## src/rtl/ps2rx_pkg.sv

```systemverilog
package ps2rx_pkg;
    localparam int CNT_W      = 4;
    localparam int FRAME_BITS = 11;

    // counter load values
    localparam logic [CNT_W-1:0] LD_ONE_FIRST = 4'd9;
    localparam logic [CNT_W-1:0] LD_ONE_NEXT  = 4'd11;
    localparam logic [CNT_W-1:0] LD_CHK_HEAD  = 4'd8;
    localparam logic [CNT_W-1:0] LD_CHK_TAIL  = 4'd3;

    // bit positions inside the frame register after an expiry
    localparam int HEAD_START_POS = FRAME_BITS - int'(LD_CHK_HEAD);
    localparam int ONE_DATA_LSB   = FRAME_BITS - int'(LD_ONE_FIRST) + 1;

    typedef enum logic {PH_HEAD, PH_TAIL} phase_t;

    // frame as it sits in the shift register after eleven shifts
    typedef struct packed {
        logic       stop;
        logic       par;
        logic [7:0] data;
        logic       start;
    } frame_t;

    function automatic logic odd_ok(input logic [8:0] bits);
        return ^bits;
    endfunction

    function automatic logic [CNT_W-1:0] init_load(input logic chk);
        return chk ? LD_CHK_HEAD : LD_ONE_FIRST;
    endfunction
endpackage

```

## src/rtl/ps2rx_sync.sv

```systemverilog
module ps2rx_sync #(
    parameter int STAGES = 2
) (
    input  logic clk,
    input  logic rst,
    input  logic line_clk,
    input  logic line_dat,
    output logic fall,
    output logic dat_s
);
    logic [STAGES-1:0] clk_q;
    logic [STAGES-1:0] dat_q;
    logic              clk_last;

    always_ff @(posedge clk) begin
        if (rst) begin
            clk_q    <= '1;
            dat_q    <= '1;
            clk_last <= 1'b1;
        end else begin
            clk_q    <= {clk_q[STAGES-2:0], line_clk};
            dat_q    <= {dat_q[STAGES-2:0], line_dat};
            clk_last <= clk_q[STAGES-1];
        end
    end

    assign fall  = clk_last & ~clk_q[STAGES-1];
    assign dat_s = dat_q[STAGES-1];


    single_fall_chk: assert property (@(posedge clk) disable iff (rst)
        fall |=> !fall);
endmodule

```

## src/rtl/ps2rx_shifter.sv

```systemverilog
module ps2rx_shifter #(
    parameter int W = 11
) (
    input  logic         clk,
    input  logic         rst,
    input  logic         shift_en,
    input  logic         din,
    output logic [W-1:0] sr_next
);
    logic [W-1:0] sr;

    assign sr_next = {din, sr[W-1:1]};

    always_ff @(posedge clk) begin
        if (rst)           sr <= '0;
        else if (shift_en) sr <= sr_next;
    end


    shift_in_chk: assert property (@(posedge clk) disable iff (rst)
        shift_en |=> sr[W-1] == $past(din));
endmodule

```

## src/rtl/ps2rx_pulse_ctr.sv

```systemverilog
module ps2rx_pulse_ctr
    import ps2rx_pkg::*;
(
    input  logic             clk,
    input  logic             rst,
    input  logic             load,
    input  logic [CNT_W-1:0] load_val,
    input  logic             dec,
    output logic [CNT_W-1:0] cnt,
    output logic             at_last
);
    always_ff @(posedge clk) begin
        if (rst)                      cnt <= LD_ONE_FIRST;
        else if (load)                cnt <= load_val;
        else if (dec && cnt != '0)    cnt <= cnt - 1'b1;
    end

    assign at_last = (cnt == CNT_W'(1));


    count_step_chk: assert property (@(posedge clk) disable iff (rst)
        (dec && !load && cnt != '0) |=> cnt == $past(cnt) - 1'b1);
endmodule

```

## src/rtl/ps2_pulse_rx.sv

```systemverilog
module ps2_pulse_rx
    import ps2rx_pkg::*;
#(
    parameter int SYNC_STAGES = 2,
    parameter int HOLD_CYC    = 64
) (
    input  logic             clk,
    input  logic             rst,
    input  logic             ps2_clk_in,
    input  logic             ps2_dat_in,
    output logic             ps2_clk_hold,
    input  logic             ctl_we,
    input  logic             ctl_check,
    input  logic             irq_ack,
    input  logic             cmd_inhibit,
    output logic             irq,
    output logic [7:0]       rx_byte,
    output logic             frame_err,
    output logic [CNT_W-1:0] cnt_val
);
    localparam int HW = $clog2(HOLD_CYC + 1);

    logic                  fall, dat_s, fall_ok, block, expire, at_last, ld, chk_bad;
    logic [FRAME_BITS-1:0] sr_next;
    logic [CNT_W-1:0]      ld_val;
    logic                  chk_mode;
    phase_t                phase;
    logic [HW-1:0]         hold_cnt;
    logic [2:0]            hold_hist;
    frame_t                tail_f;

    ps2rx_sync #(.STAGES(SYNC_STAGES)) u_sync (
        .clk(clk), .rst(rst), .line_clk(ps2_clk_in), .line_dat(ps2_dat_in),
        .fall(fall), .dat_s(dat_s)
    );

    ps2rx_shifter #(.W(FRAME_BITS)) u_shift (
        .clk(clk), .rst(rst), .shift_en(fall_ok), .din(dat_s), .sr_next(sr_next)
    );

    ps2rx_pulse_ctr u_ctr (
        .clk(clk), .rst(rst), .load(ld), .load_val(ld_val), .dec(fall_ok),
        .cnt(cnt_val), .at_last(at_last)
    );

    assign ps2_clk_hold = cmd_inhibit | (hold_cnt != '0);
    // edges caused by our own hold are masked for a few cycles after it
    assign block   = ps2_clk_hold | (|hold_hist);
    assign fall_ok = fall & ~block;
    assign expire  = fall_ok & at_last & ~ctl_we;
    assign ld      = ctl_we | block | expire;
    assign tail_f  = frame_t'(sr_next);

    always_comb begin
        if (ctl_we || block)   ld_val = init_load(ctl_we ? ctl_check : chk_mode);
        else if (chk_mode)     ld_val = (phase == PH_HEAD) ? LD_CHK_TAIL : LD_CHK_HEAD;
        else                   ld_val = LD_ONE_NEXT;

        chk_bad = 1'b0;
        if (expire && chk_mode) begin
            if (phase == PH_HEAD) chk_bad = sr_next[HEAD_START_POS];
            else chk_bad = tail_f.start | ~tail_f.stop | ~odd_ok({tail_f.par, tail_f.data});
        end
    end

    always_ff @(posedge clk) begin
        if (rst) begin
            chk_mode  <= 1'b0;
            phase     <= PH_HEAD;
            irq       <= 1'b0;
            frame_err <= 1'b0;
            rx_byte   <= '0;
            hold_cnt  <= '0;
            hold_hist <= '0;
        end else begin
            hold_hist <= {hold_hist[1:0], ps2_clk_hold};
            if (ctl_we) begin
                chk_mode  <= ctl_check;
                phase     <= PH_HEAD;
                irq       <= 1'b0;
                frame_err <= 1'b0;
                hold_cnt  <= '0;
            end else begin
                if (hold_cnt != '0) hold_cnt <= hold_cnt - 1'b1;
                if (block) phase <= PH_HEAD;
                if (expire) begin
                    irq <= 1'b1;
                    if (chk_mode) begin
                        phase <= (phase == PH_HEAD) ? PH_TAIL : PH_HEAD;
                        if (phase == PH_TAIL) rx_byte <= tail_f.data;
                    end else begin
                        phase   <= PH_TAIL;
                        rx_byte <= sr_next[ONE_DATA_LSB+7:ONE_DATA_LSB];
                    end
                end else if (irq_ack) begin
                    irq <= 1'b0;
                end
                if (chk_bad) begin
                    frame_err <= 1'b1;
                    hold_cnt  <= HW'(HOLD_CYC);
                end
            end
        end
    end


    expire_irq_chk: assert property (@(posedge clk) disable iff (rst)
        expire |=> irq);

    irq_sticky_chk: assert property (@(posedge clk) disable iff (rst)
        (irq && !irq_ack && !ctl_we) |=> irq);

    err_sticky_chk: assert property (@(posedge clk) disable iff (rst)
        (frame_err && !ctl_we) |=> frame_err);

    hold_reload_chk: assert property (@(posedge clk) disable iff (rst)
        (ps2_clk_hold && !ctl_we) |=> cnt_val == init_load(chk_mode));
endmodule

```

## config.mk

```make
export PLATFORM = sky130hd
export DESIGN_NAME = ps2_pulse_rx
export DESIGN_NICKNAME = d
export VERILOG_FILES = /design/src/rtl/ps2rx_pkg.sv /design/src/rtl/ps2rx_sync.sv /design/src/rtl/ps2rx_shifter.sv /design/src/rtl/ps2rx_pulse_ctr.sv /design/src/rtl/ps2_pulse_rx.sv
export SDC_FILE = /design/constraint.sdc
export NUM_CORES = 1
export LEC_CHECK = 0
export CAP_MARGIN = 20
export CORE_MARGIN = 5
export CORE_UTILIZATION = 47
export CTS_CLUSTER_DIAMETER = 40
export DETAILED_ROUTE_END_ITERATION = 16
export DONT_BUFFER_PORTS = 1
export PLACE_DENSITY = 0.72
export SLEW_MARGIN = 25
export SYNTH_ARGS = -nofsm -noshare
export SYNTH_HDL_FRONTEND = slang
export SYNTH_SLANG_ARGS = --single-unit
```

## constraint.sdc

```tcl
create_clock -name clk -period 4.6 [get_ports clk]
set_input_delay 0.46 -clock clk [delete_from_list [all_inputs] [get_ports clk]]
set_output_delay 0.46 -clock clk [all_outputs]
set_load 0.005 [all_outputs]
```

==> metrics.csv <==
stage,metric,value,unit
routing,drc violations,0,
final_layout,share of cells above drive strength 1,12.4,%
sta,Setup TNS,0,ns
synthesis,"EDFF count, synth",0,
floorplan,Starting Density,49.5,%
clocking,# clock sinks,41,
synthesis,Synth Warn #,0,
sta,"Slew Viols, Final",0,
floorplan,Rows,22,
final_layout,Post-Layout Cell Count,250,
critical_path,CP endpoint kind,flop,
final_layout,Antenna diodes,0,
final_layout,NumNets Final,213,
critical_path,worst path arrival time,2.40,ns
power_and_ir_drop,Peak VDD IR,0.343,mV
global_route,Tot GR Track Use,14.3,%
synthesis,synth unique cells,38,
power_and_ir_drop,Pleak,0.709,nW
clocking,CTS tree,built,
routing,Vias/cell,5.32,
synthesis,"FFs w/ async S/R, synth",0,%
sta,Worst Slack Setup Final,2.40,ns
sta,final setup violation count,0,
floorplan,die span in x,72.8,um
synthesis,"Seq/Total Area, Yosys",44.3,%
clocking,H-Tree Depth,2,
final_layout,fillers,355,
global_route,pin count of the biggest net entering global routing,32,
routing,DR vias,1329,
floorplan,# IOs,23,
final_layout,"most common cell after layout, fill and taps aside",dfxtp_1,
outcome,status,completed,
placed_design,Post-DP Area,1880,um^2
sta,clock skew,0.00987,ns
critical_path,CP startpoint kind,flop,
placed_design,Placement Setup Slack,2.37,ns
critical_path,r2r setup slk,2.40,ns
final_layout,highest-count cells in the layout ignoring fill and taps,"dfxtp_1 (41), nand2_1 (27), nor2_1 (19), a21oi_1 (13), mux2i_1 (9)",
clocking,worst-skew pair later-pin latency,0.29,ns
global_route,total gr overflow,0,
power_and_ir_drop,PwrDens,497,nW/um^2
clocking,hold-fix buffer count after cts,0,
clocking,post_cts resized,0,
routing,DRT Wirelength,3.49,mm
critical_path,Critical Path RT,4.80,ns
global_route,global-route wire length before repair,6.08,mm
synthesis,syn avg cell area,9.23,um^2
sta,RSZ-0062 raised after global routing,false,
final_layout,Layout Utilization,52.9,%
final_layout,area of the multi-input gates,973,um^2
routing,post-route ant nets,0,
flow_run,Max Cap Viol,0,
routing,DR iter-0 viols,99,
sta,Tcrit/Tclk final,47.8,%
clocking,Num CTS Buffers,5,
floorplan,height of the die,72.8,um
synthesis,Syn Nets,213,
floorplan,CORE AREA,3740,um^2
synthesis,Synth Instances,201,
sta,Tightest Pin Transition,0.763,ns
routing,drt wl/cell,14.0,um
min_path,HP Class,input port to flop,
global_route,vias in the first global route,1299,
synthesis,synthesized area,1850,um^2
sta,"Min Clock Period, post-route",2.20,ns
clocking,Longest Clk Path Bufs,2,
sta,Max Fclk,0.455,GHz
clocking,clk root buf,clkbuf_8,
critical_path,Critical Path Fanout Max,16,
placed_design,RePlAce Congestion,0.826,
global_route,initial antenna violation count,0,
synthesis,Most used DFF post-synth,dfxtp_1,
final_layout,Final Cell Area,1980,um^2
placed_design,Placed Cells,242,
floorplan,die area,5300,um^2
placed_design,input/output buffers,0,
final_layout,Area Growth Syn to Fin,6.88,%
sta,Final Hold Vio Count,0,
critical_path,Worst Setup Path Type,flop to flop,
routing,drt first pass iters,4,
clocking,Post-CTS Setup Inserts,0,
synthesis,post-synthesis register bit count,41,
placed_design,Final HPWL DP,2.51,mm
clocking,Clock transition at path regs,0.08,ns
final_layout,flip-flop and latch area,821,um^2
sta,Rel. slew slack,49.0,%
-- cells by family (layout without fill, tap and decap cells) --
family / after synthesis / after routing / synth area share (%)
xor gates and xnor gates: 13 / 13 / 6.88
buffers and inverters: 14 / 15 / 3.24
muxes: 10 / 10 / 5.47
adders and majority gates: 4 / 4 / 2.70
and+or+nand+nor: 84 / 84 / 24.8
DFF: 41 / 41 / 44.3
AOI/OAI and AO/OA: 35 / 35 / 12.7
-- metrics by stage --
stage               hold slack, ns  total power, mW
floorplan                    0.389            0.689
finish                       0.228            0.985
global route                 0.215             1.06
global placement             0.391            0.733
CTS                          0.216            0.993
detailed placement           0.396            0.737
-- area by class of cell --
| cell class | instances | share of cell area (%) |
|---|---|---|
| clock inverter | 1 | 0.253 |
| multi-input combinational | 146 | 49.1 |
| tap | 48 | 3.03 |
| clock buffer | 7 | 4.86 |
| inverter | 7 | 1.33 |
| sequential | 41 | 41.4 |
-- registers in the layout, summed over array words and instances, names as in the netlist, 2 cells and up --
signal,count
hold_cnt,7
u_sync.clk_q,2
u_shift.sr,10
u_sync.dat_q,2
hold_hist,3
rx_byte,8
u_ctr.cnt,4
-- cell usage after synthesis, types with 2 or more instances --
cell type / number / area [um^2]
nor3_1: 5 / 25.0
or2_2: 7 / 43.8
inv_1: 7 / 26.3
xnor2_1: 8 / 70.1
mux2i_1: 9 / 90.1
clkbuf_1: 5 / 18.8
and3_1: 3 / 18.8
a211oi_2: 3 / 37.5
nand2_1: 27 / 101
nand3_1: 2 / 10.0
dfxtp_1: 41 / 821
nor2_1: 19 / 71.3
xor2_1: 4 / 35.0
a211oi_1: 8 / 60.1
a21oi_1: 13 / 65.1
nand4b_2: 2 / 30.0
o21a_1: 2 / 15.0
nor2b_1: 4 / 25.0
o21ai_0: 6 / 30.0
or3_1: 4 / 25.0
nand2b_1: 2 / 12.5
ha_1: 4 / 50.1
-- report_power, final --
part,leakage (nW),internal (mW),switching (mW)
Sequential,0.333,0.390,0.0374
Clock,0.0542,0.136,0.120
Combinational,0.322,0.143,0.159
Total,0.709,0.669,0.316
-- worst max-delay path, cell delays in order, from the launching register on --
cell and delay (ns):
dfxtp_1 0.33, inv_1 0.08, ha_1 0.17, nor4b_4 0.28, nand4b_2 0.20, nor4_4 0.72, nor2_1 0.08, a211oi_1 0.25
-- metal layers --
layer,global-route usage [%],vias up,part of all wire (%)
li1,-,686,-
met1,19.0,602,49
met2,21.5,34,43
met3,4.96,7,6.9
met4,5.12,0,1.6
met5,0,-,0
-- final timing paths --
| check | from | to | cells after the start |
|---|---|---|---|
| hold / removal | rst | hold_hist[2]$_SDFF_PP0_ | 1 |
| hold reg to reg | u_sync.dat_q[0]$_SDFF_PP1_ | u_sync.dat_q[1]$_SDFF_PP1_ | 1 |
| setup / recovery | hold_cnt[0]$_SDFFE_PP0P_ | rx_byte[1]$_SDFFE_PP0P_ | 7 |
| setup reg to reg | hold_cnt[0]$_SDFFE_PP0P_ | rx_byte[1]$_SDFFE_PP0P_ | 7 |
Note: power is estimated with default switching activity, not from simulation.
